### config.mk
export PLATFORM = sky130hd
export DESIGN_NAME = reorder_buffer
export DESIGN_NICKNAME = d
export VERILOG_FILES = /design/src/rtl/rob_pkg.sv /design/src/rtl/rob_ptr_ctrl.sv /design/src/rtl/rob_entry_store.sv /design/src/rtl/rob_rename_table.sv /design/src/rtl/reorder_buffer.sv
export SDC_FILE = /design/constraint.sdc
export NUM_CORES = 1
export LEC_CHECK = 0
export BUFFER_PORTS_ARGS = -buffer_cell sky130_fd_sc_hd__buf_2
export CELL_PAD_IN_SITES_DETAIL_PLACEMENT = 0
export CELL_PAD_IN_SITES_GLOBAL_PLACEMENT = 1
export CORE_ASPECT_RATIO = 1.2
export CORE_UTILIZATION = 50
export DETAILED_ROUTE_END_ITERATION = 6
export HOLD_SLACK_MARGIN = 0.05
export PLACE_DENSITY_LB_ADDON = 0.1
export SKIP_CTS_REPAIR_TIMING = 1
export SYNTH_ARGS = -nofsm -noshare
export SYNTH_HDL_FRONTEND = slang
export SYNTH_SLANG_ARGS = --single-unit
### constraint.sdc
create_clock -name clk -period 10.05 [get_ports clk]
set_input_delay 2.5125 -clock clk [delete_from_list [all_inputs] [get_ports clk]]
set_output_delay 2.5125 -clock clk [all_outputs]
set_load 0.01 [all_outputs]
### src/rtl/rob_pkg.sv
package rob_pkg;
  typedef enum logic [1:0] {
    KIND_REG    = 2'b00,
    KIND_STORE  = 2'b01,
    KIND_BRANCH = 2'b10
  } rob_kind_e;
endpackage

### src/rtl/rob_ptr_ctrl.sv
module rob_ptr_ctrl #(
  parameter int DEPTH = 8,
  localparam int TAG_W = (DEPTH > 1) ? $clog2(DEPTH) : 1
) (
  input  logic             clk,
  input  logic             rst_n,
  input  logic             alloc,
  input  logic             retire,
  input  logic             flush,
  output logic [TAG_W-1:0] head,
  output logic [TAG_W-1:0] tail,
  output logic             full,
  output logic             empty
);
  localparam int CNT_W = $clog2(DEPTH + 1);

  logic [CNT_W-1:0] count;

  // circular advance, valid for any depth
  function automatic logic [TAG_W-1:0] bump(input logic [TAG_W-1:0] p);
    if (p == TAG_W'(DEPTH - 1)) return '0;
    return p + 1'b1;
  endfunction

  assign full  = (count == CNT_W'(DEPTH));
  assign empty = (count == '0);

  always_ff @(posedge clk) begin
    if (!rst_n || flush) begin
      head  <= '0;
      tail  <= '0;
      count <= '0;
    end else begin
      if (alloc)  tail <= bump(tail);
      if (retire) head <= bump(head);
      unique case ({alloc, retire})
        2'b10:   count <= count + 1'b1;
        2'b01:   count <= count - 1'b1;
        default: count <= count;
      endcase
    end
  end

  p_no_overflow_r3: assert property (@(posedge clk) disable iff (!rst_n)
    alloc |-> !full);
  p_count_limit_r3: assert property (@(posedge clk) disable iff (!rst_n)
    count <= CNT_W'(DEPTH));
  p_no_underflow_r7: assert property (@(posedge clk) disable iff (!rst_n)
    retire |-> !empty);
  p_flush_resets_r10: assert property (@(posedge clk) disable iff (!rst_n)
    flush |=> (empty && head == '0 && tail == '0));
endmodule

### src/rtl/rob_entry_store.sv
module rob_entry_store #(
  parameter int DEPTH = 8,
  parameter int XLEN  = 32,
  parameter int REG_W = 5,
  localparam int TAG_W = (DEPTH > 1) ? $clog2(DEPTH) : 1
) (
  input  logic             clk,
  input  logic             rst_n,
  input  logic             flush,
  input  logic             alloc,
  input  logic [TAG_W-1:0] alloc_tag,
  input  logic [1:0]       alloc_kind,
  input  logic [REG_W-1:0] alloc_reg,
  input  logic             wb_valid,
  input  logic [TAG_W-1:0] wb_tag,
  input  logic [XLEN-1:0]  wb_value,
  input  logic [XLEN-1:0]  wb_addr,
  input  logic             wb_misp,
  input  logic             retire,
  input  logic [TAG_W-1:0] head_tag,
  input  logic [TAG_W-1:0] rd_a_tag,
  input  logic [TAG_W-1:0] rd_b_tag,
  output logic             head_valid,
  output logic             head_ready,
  output logic [1:0]       head_kind,
  output logic [REG_W-1:0] head_reg,
  output logic [XLEN-1:0]  head_value,
  output logic [XLEN-1:0]  head_addr,
  output logic             head_misp,
  output logic             rd_a_ready,
  output logic [XLEN-1:0]  rd_a_value,
  output logic             rd_b_ready,
  output logic [XLEN-1:0]  rd_b_value,
  output logic             wb_hit
);
  logic [DEPTH-1:0] valid_q, ready_q, misp_q;
  logic [1:0]       kind_q [DEPTH];
  logic [REG_W-1:0] reg_q  [DEPTH];
  logic [XLEN-1:0]  val_q  [DEPTH];
  logic [XLEN-1:0]  addr_q [DEPTH];

  // a result lands only in a slot that holds an instruction
  assign wb_hit = wb_valid && valid_q[wb_tag];

  always_ff @(posedge clk) begin
    if (!rst_n || flush) begin
      valid_q <= '0;
      ready_q <= '0;
      misp_q  <= '0;
    end else begin
      for (int i = 0; i < DEPTH; i++) begin
        if (alloc && alloc_tag == TAG_W'(i)) begin
          valid_q[i] <= 1'b1;
          ready_q[i] <= 1'b0;
          misp_q[i]  <= 1'b0;
        end else begin
          if (retire && head_tag == TAG_W'(i)) begin
            valid_q[i] <= 1'b0;
            ready_q[i] <= 1'b0;
          end
          if (wb_hit && wb_tag == TAG_W'(i)) begin
            ready_q[i] <= 1'b1;
            misp_q[i]  <= wb_misp;
          end
        end
      end
    end
  end

  always_ff @(posedge clk) begin
    for (int i = 0; i < DEPTH; i++) begin
      if (alloc && alloc_tag == TAG_W'(i)) begin
        kind_q[i] <= alloc_kind;
        reg_q[i]  <= alloc_reg;
      end
      if (wb_hit && wb_tag == TAG_W'(i)) begin
        val_q[i]  <= wb_value;
        addr_q[i] <= wb_addr;
      end
    end
  end

  assign head_valid = valid_q[head_tag];
  assign head_ready = ready_q[head_tag];
  assign head_kind  = kind_q[head_tag];
  assign head_reg   = reg_q[head_tag];
  assign head_value = val_q[head_tag];
  assign head_addr  = addr_q[head_tag];
  assign head_misp  = misp_q[head_tag];

  assign rd_a_ready = ready_q[rd_a_tag];
  assign rd_a_value = val_q[rd_a_tag];
  assign rd_b_ready = ready_q[rd_b_tag];
  assign rd_b_value = val_q[rd_b_tag];

  p_alloc_free_slot_r2: assert property (@(posedge clk) disable iff (!rst_n)
    alloc |-> !valid_q[alloc_tag]);
  p_single_result_r7: assert property (@(posedge clk) disable iff (!rst_n)
    wb_hit |-> !ready_q[wb_tag]);
  p_stray_write_r11: assert property (@(posedge clk) disable iff (!rst_n)
    (wb_valid && !valid_q[wb_tag] && !(alloc && alloc_tag == wb_tag))
      |=> !ready_q[$past(wb_tag)]);
endmodule

### src/rtl/rob_rename_table.sv
module rob_rename_table #(
  parameter int NREG  = 32,
  parameter int TAG_W = 3,
  localparam int REG_W = (NREG > 1) ? $clog2(NREG) : 1
) (
  input  logic             clk,
  input  logic             rst_n,
  input  logic             flush,
  input  logic             set_en,
  input  logic [REG_W-1:0] set_reg,
  input  logic [TAG_W-1:0] set_tag,
  input  logic             clr_en,
  input  logic [REG_W-1:0] clr_reg,
  input  logic [TAG_W-1:0] clr_tag,
  input  logic [REG_W-1:0] look_a,
  input  logic [REG_W-1:0] look_b,
  output logic             a_busy,
  output logic [TAG_W-1:0] a_tag,
  output logic             b_busy,
  output logic [TAG_W-1:0] b_tag
);
  logic [NREG-1:0]  busy_vec;
  logic [TAG_W-1:0] tag_vec [NREG];

  for (genvar r = 0; r < NREG; r++) begin : g_reg
    logic             busy_q;
    logic [TAG_W-1:0] tag_q;
    logic             set_hit, clr_hit;

    assign set_hit = set_en && set_reg == REG_W'(r);
    // only the owning writer may release the rename
    assign clr_hit = clr_en && clr_reg == REG_W'(r) && tag_q == clr_tag;

    always_ff @(posedge clk) begin
      if (!rst_n) begin
        busy_q <= 1'b0;
        tag_q  <= '0;
      end else if (flush) begin
        busy_q <= 1'b0;
      end else if (set_hit) begin
        busy_q <= 1'b1;
        tag_q  <= set_tag;
      end else if (clr_hit) begin
        busy_q <= 1'b0;
      end
    end

    assign busy_vec[r] = busy_q;
    assign tag_vec[r]  = tag_q;

    p_younger_kept_r9: assert property (@(posedge clk) disable iff (!rst_n)
      (clr_en && clr_reg == REG_W'(r) && busy_q && tag_q != clr_tag && !flush)
        |=> busy_q);
  end

  assign a_busy = busy_vec[look_a];
  assign a_tag  = tag_vec[look_a];
  assign b_busy = busy_vec[look_b];
  assign b_tag  = tag_vec[look_b];

  p_flush_clears_r10: assert property (@(posedge clk) disable iff (!rst_n)
    flush |=> (busy_vec == '0));
endmodule

### src/rtl/reorder_buffer.sv
module reorder_buffer #(
  parameter int DEPTH = 8,
  parameter int NREG  = 32,
  parameter int XLEN  = 32,
  localparam int TAG_W = (DEPTH > 1) ? $clog2(DEPTH) : 1,
  localparam int REG_W = (NREG > 1) ? $clog2(NREG) : 1
) (
  input  logic             clk,
  input  logic             rst_n,
  input  logic             issue_valid,
  input  logic             rs_free,
  input  logic [1:0]       issue_kind,
  input  logic [REG_W-1:0] issue_dest,
  input  logic [REG_W-1:0] issue_src_a,
  input  logic [REG_W-1:0] issue_src_b,
  input  logic [XLEN-1:0]  rf_val_a,
  input  logic [XLEN-1:0]  rf_val_b,
  output logic             issue_ready,
  output logic [TAG_W-1:0] issue_tag,
  output logic             opnd_a_ready,
  output logic [XLEN-1:0]  opnd_a_value,
  output logic [TAG_W-1:0] opnd_a_tag,
  output logic             opnd_b_ready,
  output logic [XLEN-1:0]  opnd_b_value,
  output logic [TAG_W-1:0] opnd_b_tag,
  input  logic             cdb_valid,
  input  logic [TAG_W-1:0] cdb_tag,
  input  logic [XLEN-1:0]  cdb_value,
  input  logic [XLEN-1:0]  cdb_addr,
  input  logic             cdb_mispredict,
  output logic             commit_valid,
  output logic [TAG_W-1:0] commit_tag,
  output logic [1:0]       commit_kind,
  output logic [REG_W-1:0] commit_reg,
  output logic [XLEN-1:0]  commit_addr,
  output logic [XLEN-1:0]  commit_value,
  output logic             flush
);
  import rob_pkg::*;

  logic             full, empty;
  logic [TAG_W-1:0] head, tail;
  logic             alloc_fire, commit_fire, flush_fire;
  logic             head_valid, head_ready, head_misp;
  logic [1:0]       head_kind;
  logic [REG_W-1:0] head_reg;
  logic [XLEN-1:0]  head_value, head_addr;
  logic             a_busy, b_busy;
  logic [TAG_W-1:0] a_tag, b_tag;
  logic             ent_a_ready, ent_b_ready;
  logic [XLEN-1:0]  ent_a_value, ent_b_value;
  logic             wb_hit;

  // operand source choice: register file, finished slot, or bus this cycle
  function automatic logic [XLEN:0] pick_operand(
    input logic            busy,
    input logic            ent_ready,
    input logic [XLEN-1:0] ent_value,
    input logic            bus_match,
    input logic [XLEN-1:0] bus_value,
    input logic [XLEN-1:0] rf_value);
    if (!busy)     return {1'b1, rf_value};
    if (ent_ready) return {1'b1, ent_value};
    if (bus_match) return {1'b1, bus_value};
    return {1'b0, {XLEN{1'b0}}};
  endfunction

  assign commit_fire = head_valid && head_ready;
  assign flush_fire  = commit_fire && head_kind == KIND_BRANCH && head_misp;
  assign issue_ready = rs_free && !full && !flush_fire;
  assign alloc_fire  = issue_valid && issue_ready;
  assign issue_tag   = tail;

  rob_ptr_ctrl #(.DEPTH(DEPTH)) u_ptr (
    .clk    (clk),
    .rst_n  (rst_n),
    .alloc  (alloc_fire),
    .retire (commit_fire),
    .flush  (flush_fire),
    .head   (head),
    .tail   (tail),
    .full   (full),
    .empty  (empty)
  );

  rob_entry_store #(.DEPTH(DEPTH), .XLEN(XLEN), .REG_W(REG_W)) u_store (
    .clk        (clk),
    .rst_n      (rst_n),
    .flush      (flush_fire),
    .alloc      (alloc_fire),
    .alloc_tag  (tail),
    .alloc_kind (issue_kind),
    .alloc_reg  (issue_dest),
    .wb_valid   (cdb_valid),
    .wb_tag     (cdb_tag),
    .wb_value   (cdb_value),
    .wb_addr    (cdb_addr),
    .wb_misp    (cdb_mispredict),
    .retire     (commit_fire),
    .head_tag   (head),
    .rd_a_tag   (a_tag),
    .rd_b_tag   (b_tag),
    .head_valid (head_valid),
    .head_ready (head_ready),
    .head_kind  (head_kind),
    .head_reg   (head_reg),
    .head_value (head_value),
    .head_addr  (head_addr),
    .head_misp  (head_misp),
    .rd_a_ready (ent_a_ready),
    .rd_a_value (ent_a_value),
    .rd_b_ready (ent_b_ready),
    .rd_b_value (ent_b_value),
    .wb_hit     (wb_hit)
  );

  rob_rename_table #(.NREG(NREG), .TAG_W(TAG_W)) u_rename (
    .clk     (clk),
    .rst_n   (rst_n),
    .flush   (flush_fire),
    .set_en  (alloc_fire && issue_kind == KIND_REG),
    .set_reg (issue_dest),
    .set_tag (tail),
    .clr_en  (commit_fire && head_kind == KIND_REG),
    .clr_reg (head_reg),
    .clr_tag (head),
    .look_a  (issue_src_a),
    .look_b  (issue_src_b),
    .a_busy  (a_busy),
    .a_tag   (a_tag),
    .b_busy  (b_busy),
    .b_tag   (b_tag)
  );

  assign {opnd_a_ready, opnd_a_value} = pick_operand(a_busy, ent_a_ready, ent_a_value,
    wb_hit && cdb_tag == a_tag, cdb_value, rf_val_a);
  assign {opnd_b_ready, opnd_b_value} = pick_operand(b_busy, ent_b_ready, ent_b_value,
    wb_hit && cdb_tag == b_tag, cdb_value, rf_val_b);
  assign opnd_a_tag = a_tag;
  assign opnd_b_tag = b_tag;

  assign commit_valid = commit_fire;
  assign commit_tag   = head;
  assign commit_kind  = head_kind;
  assign commit_reg   = head_reg;
  assign commit_addr  = head_addr;
  assign commit_value = head_value;
  assign flush        = flush_fire;

  p_flush_blocks_issue_r10: assert property (@(posedge clk) disable iff (!rst_n)
    flush |-> !issue_ready);
  p_issue_fills_r2: assert property (@(posedge clk) disable iff (!rst_n)
    (issue_valid && issue_ready) |=> !empty);
  p_retire_advances_r7: assert property (@(posedge clk) disable iff (!rst_n)
    (commit_valid && !flush) |=> (commit_tag != $past(commit_tag) || !commit_valid));
  p_busy_has_owner_r5: assert property (@(posedge clk) disable iff (!rst_n)
    opnd_a_ready == 1'b0 |-> (a_busy && !empty));
endmodule

==> metrics.md <==
| Metric | Value |
|---|---|
| TritonCTS clock tree | `built` |
| Most frequent cells in the layout | `568 x sky130_fd_sc_hd__edfxtp_1, 384 x sky130_fd_sc_hd__nand2_1, 305 x sky130_fd_sc_hd__buf_2` |
| Cells after Synth | `slightly below 3000` |
| Minimum period implied by the final worst setup slack | `9.21 ns` |
| Antenna violations before repair | `6` |
| DIE AREA | `roughly 76000 um^2` |
| Largest registers ranked by flip-flop count | `u_store.addr_q: 256 flops, u_store.val_q: 256 flops, u_rename.g.tag_q: 96 flops` |
| Critical Path Source Type | `input port` |
| Rows | `~110` |
| Root Buffer Master | `sky130_fd_sc_hd__clkbuf_16` |
| Library cells used by synthesis | `55` |
| Fraction of registers with async set/reset | `0%` |
| Clock transition time at the flip-flop clock pins of the worst setup and hold paths | `about 0.06 ns` |
| Combinational family with the most area after synthesis | `multiplexers` |
| First drt pass iteration count | `5` |
| Final antenna-violating net count | `0` |
| Clock tree sinks | `about 730` |
| Residual DRC | `0` |
| Post-synth EDFFs | `568` |
| Post-synthesis register bit count | `about 730` |
| Multiplexer share of the synthesized area | `21.9%` |
| Synth Area in Compound Gates | `under 10%` |
| Number of global-route vias before repair | `~26000` |
| Transition time at the pin with the least slew margin | `about 1.1 ns` |
| Total Routing Usage GR | `slightly below 30%` |
| Buffers on Ports | `between 300 and 400` |
| Peak supply drop | `approximately 0.11 mV` |
| Layout Area Growth over Synthesis | `13.2%` |
| Main flop type after synthesis | `sky130_fd_sc_hd__edfxtp_1` |
| Mean number of vias per cell | `between 6 and 7` |
| Initial drt markers | `slightly above 2000` |
| Category of the most critical setup path | `in -> out` |
| CP required | `about 7.5 ns` |
| Wirelength per Cell | `roughly 26 um` |
| Power per standard cell area | `156 nW/um^2` |
| Arrival time at the worst endpoint | `6.70 ns` |
| Share of synthesized area occupied by flip-flops and latches | `a little over half` |
| Maximum achievable frequency | `roughly 0.11 GHz` |
| Cells traversed along the worst timing path | `buf_2 > buf_4 > mux4_2 > mux4_2 > mux2i_4 > buf_12 > a2111oi_0 > or4_4 > nor3b_4 > buf_4 > a221o_1 > buf_2` |
| LEAKAGE | `around 15 nW` |
| Total clock buffers created by CTS | `77` |
| Largest net degree at the start of global routing | `around 130` |
| Total overflow reported by the global router | `0` |
| Area of the mapped netlist | `roughly 38000 um^2` |
| Cell depth of the worst flop-to-flop path | `9` |
| Adder-Cell Fraction of Synth Area | `less than 1%` |
| Via count | `approximately 26000` |
| Util after Layout | `between 50% and 60%` |
| Setup repair after global routing missed its margin | `false` |
| Count of final setup violators | `0` |
| Synthesis warning total | `0` |
| Synthesized netlist net count | `3115` |
| Final-layout worst hold slack | `between 0.4 and 0.5 ns` |
| Fraction of layout cells with a size suffix above 1 | `about a quarter` |
| Critical Path Max Stage Delay | `approximately 0.54 ns` |
| XOR/XNOR share of the synthesized area | `between 2 and 3%` |
| Simple-gate area share of the yosys netlist | `a little under an eighth` |
| Final nets | `between 3000 and 4000` |
| Die Wd | `252 um` |
| Post-DP HPWL | `approximately 70000 um` |
| Crit end category | `primary output` |
| Most frequent standard cell in the layout excluding fill and tap cells | `sky130_fd_sc_hd__edfxtp_1` |
| Max_slew headroom | `around a quarter` |
| Count of maximum capacitance violations | `0` |
| Worst min-delay path category | `reg -> reg` |
| Total wire length | `110000 um` |
| Max clock buf depth | `3` |
| Total power after layout | `about 6.6 mW` |
| Crit-path slowest cell | `sky130_fd_sc_hd__or4_4` |
| Endpoints failing hold | `0` |
| Clock latency of the later-clocked register in the worst-skew pair | `approximately 0.66 ns` |
| Fin Setup TNS | `0 ns` |
| Status | `finished clean` |
| Number of cells on the worst hold path | `2` |
| Core region area | `roughly 74000 um^2` |
| H-tree depth | `3` |
| Max-slew violation total from the final report | `0` |
| RePlAce Congestion | `0.891` |
| First-pass GRT wire length | `~160000 um` |
| Number of placed I/O pins | `approximately 300` |
| Worst-path fanout max | `130` |
| Post-Syn Area per Cell | `~13 um^2` |
| Setup Skew | `slightly below 0.04 ns` |
| Die extent in y | `302 um` |
| Share of the clock period used by the worst path after layout | `about nine tenths` |
| Initial core utilization | `between 50% and 60%` |
cells by family after synthesis:
| kind of cell | count (synthesis) |
|---|---|
| AND/OR/NAND/NOR | 920 |
| flip-flops | 733 |
| multiplexers | 554 |
| AO/OA/AOI/OAI | 352 |
| buffers and inverters | 264 |
| XOR/XNOR | 108 |
| adder cells (fa/ha/maj) | 15 |
area by class of cell:
class	instances	area (um^2)
Clock buffer	91	1990
Fill cell	6088	31500
Clock inverter	51	544
Inverter	39	160
Tap cell	999	1250
Multi-Input combinational cell	1949	16100
Timing Repair Buffer	360	2000
Antenna cell	3	7.51
Sequential cell	733	20400
layer usage:
| metal | vias to the layer above | wire length [um] | part of all wire [%] | GRT usage, % |
|---|---|---|---|---|
| li1 | 11568 | - | - | - |
| met1 | 13223 | 44100 | 40 | 36.2 |
| met2 | 975 | 55200 | 50 | 50.0 |
| met3 | 238 | 6130 | 5.6 | 3.65 |
| met4 | 2 | 4740 | 4.3 | 13.0 |
| met5 | - | 13 | 0.012 | 0 |
where the power goes:
group	internal (mW)	leakage, nW	total, mW	switching (mW)
sequential	3.27	6.45	3.28	0.00720
combinational	0.189	7.70	0.506	0.317
clock	1.60	1.23	2.83	1.23
total	5.06	15.4	6.62	1.56
critical path: cells and delay by family:
kind,cells,cell delay (ns)
mux,3,1.12
simple gates,2,0.71
compound gates,2,0.57
buf+inv,5,1.74
path summary, 6_finish.rpt:
path | start | to | slack, ns
worst max register to register | flop | u_rename.g_reg[31].tag_q[0] | 5.26
worst min register to register | u_store.misp_q[1] | u_store.misp_q[1] | 0.46
worst min-delay path | u_store.misp_q[1] | u_store.misp_q[1] | 0.46
worst max-delay path | issue_src_b[0] | opnd_b_value[30] | 0.84
metrics by stage:
stage               setup slack (ns)  cells  instance area [um^2]
floorplan                       1.63   2946                 37500
global placement               0.951   4080                 39900
detailed placement             0.819   4080                 39900
CTS                            0.819   4222                 42400
global route                   0.614   4225                 42500
finish                         0.840   4225                 42500
synth_stat cells, drive strengths merged (2+ instances only):
| cell type | n | area, um^2 |
|---|---|---|
| or4 | 35 | 270 |
| o211ai | 4 | 30.0 |
| mux4 | 202 | 4550 |
| nor2 | 134 | 503 |
| nand4 | 12 | 75.1 |
| and2 | 64 | 400 |
| a21boi | 84 | 631 |
| nor3b | 2 | 31.3 |
| nand3b | 6 | 45.0 |
| o21ai | 100 | 500 |
| xor2 | 99 | 867 |
| and4 | 2 | 17.5 |
| buf | 93 | 485 |
| edfxtp | 568 | 17100 |
| a211oi | 5 | 37.5 |
| inv | 38 | 143 |
| mux2 | 107 | 1200 |
| nand3 | 232 | 1160 |
| nor3 | 5 | 25.0 |
| a221o | 65 | 651 |
| o22ai | 2 | 12.5 |
| clkbuf | 132 | 497 |
| nor2b | 29 | 181 |
| a41oi | 10 | 87.6 |
| nand2 | 384 | 1440 |
| a211o | 2 | 17.5 |
| a2111oi | 8 | 71.3 |
| mux2i | 245 | 2460 |
| or2 | 3 | 18.8 |
| dfxtp | 165 | 3300 |
| nand2b | 10 | 62.6 |
| a22oi | 5 | 37.5 |
| ha | 15 | 188 |
| xnor2 | 9 | 78.8 |
| a21oi | 62 | 310 |
No activity file was read; power rests on OpenSTA's default activity.
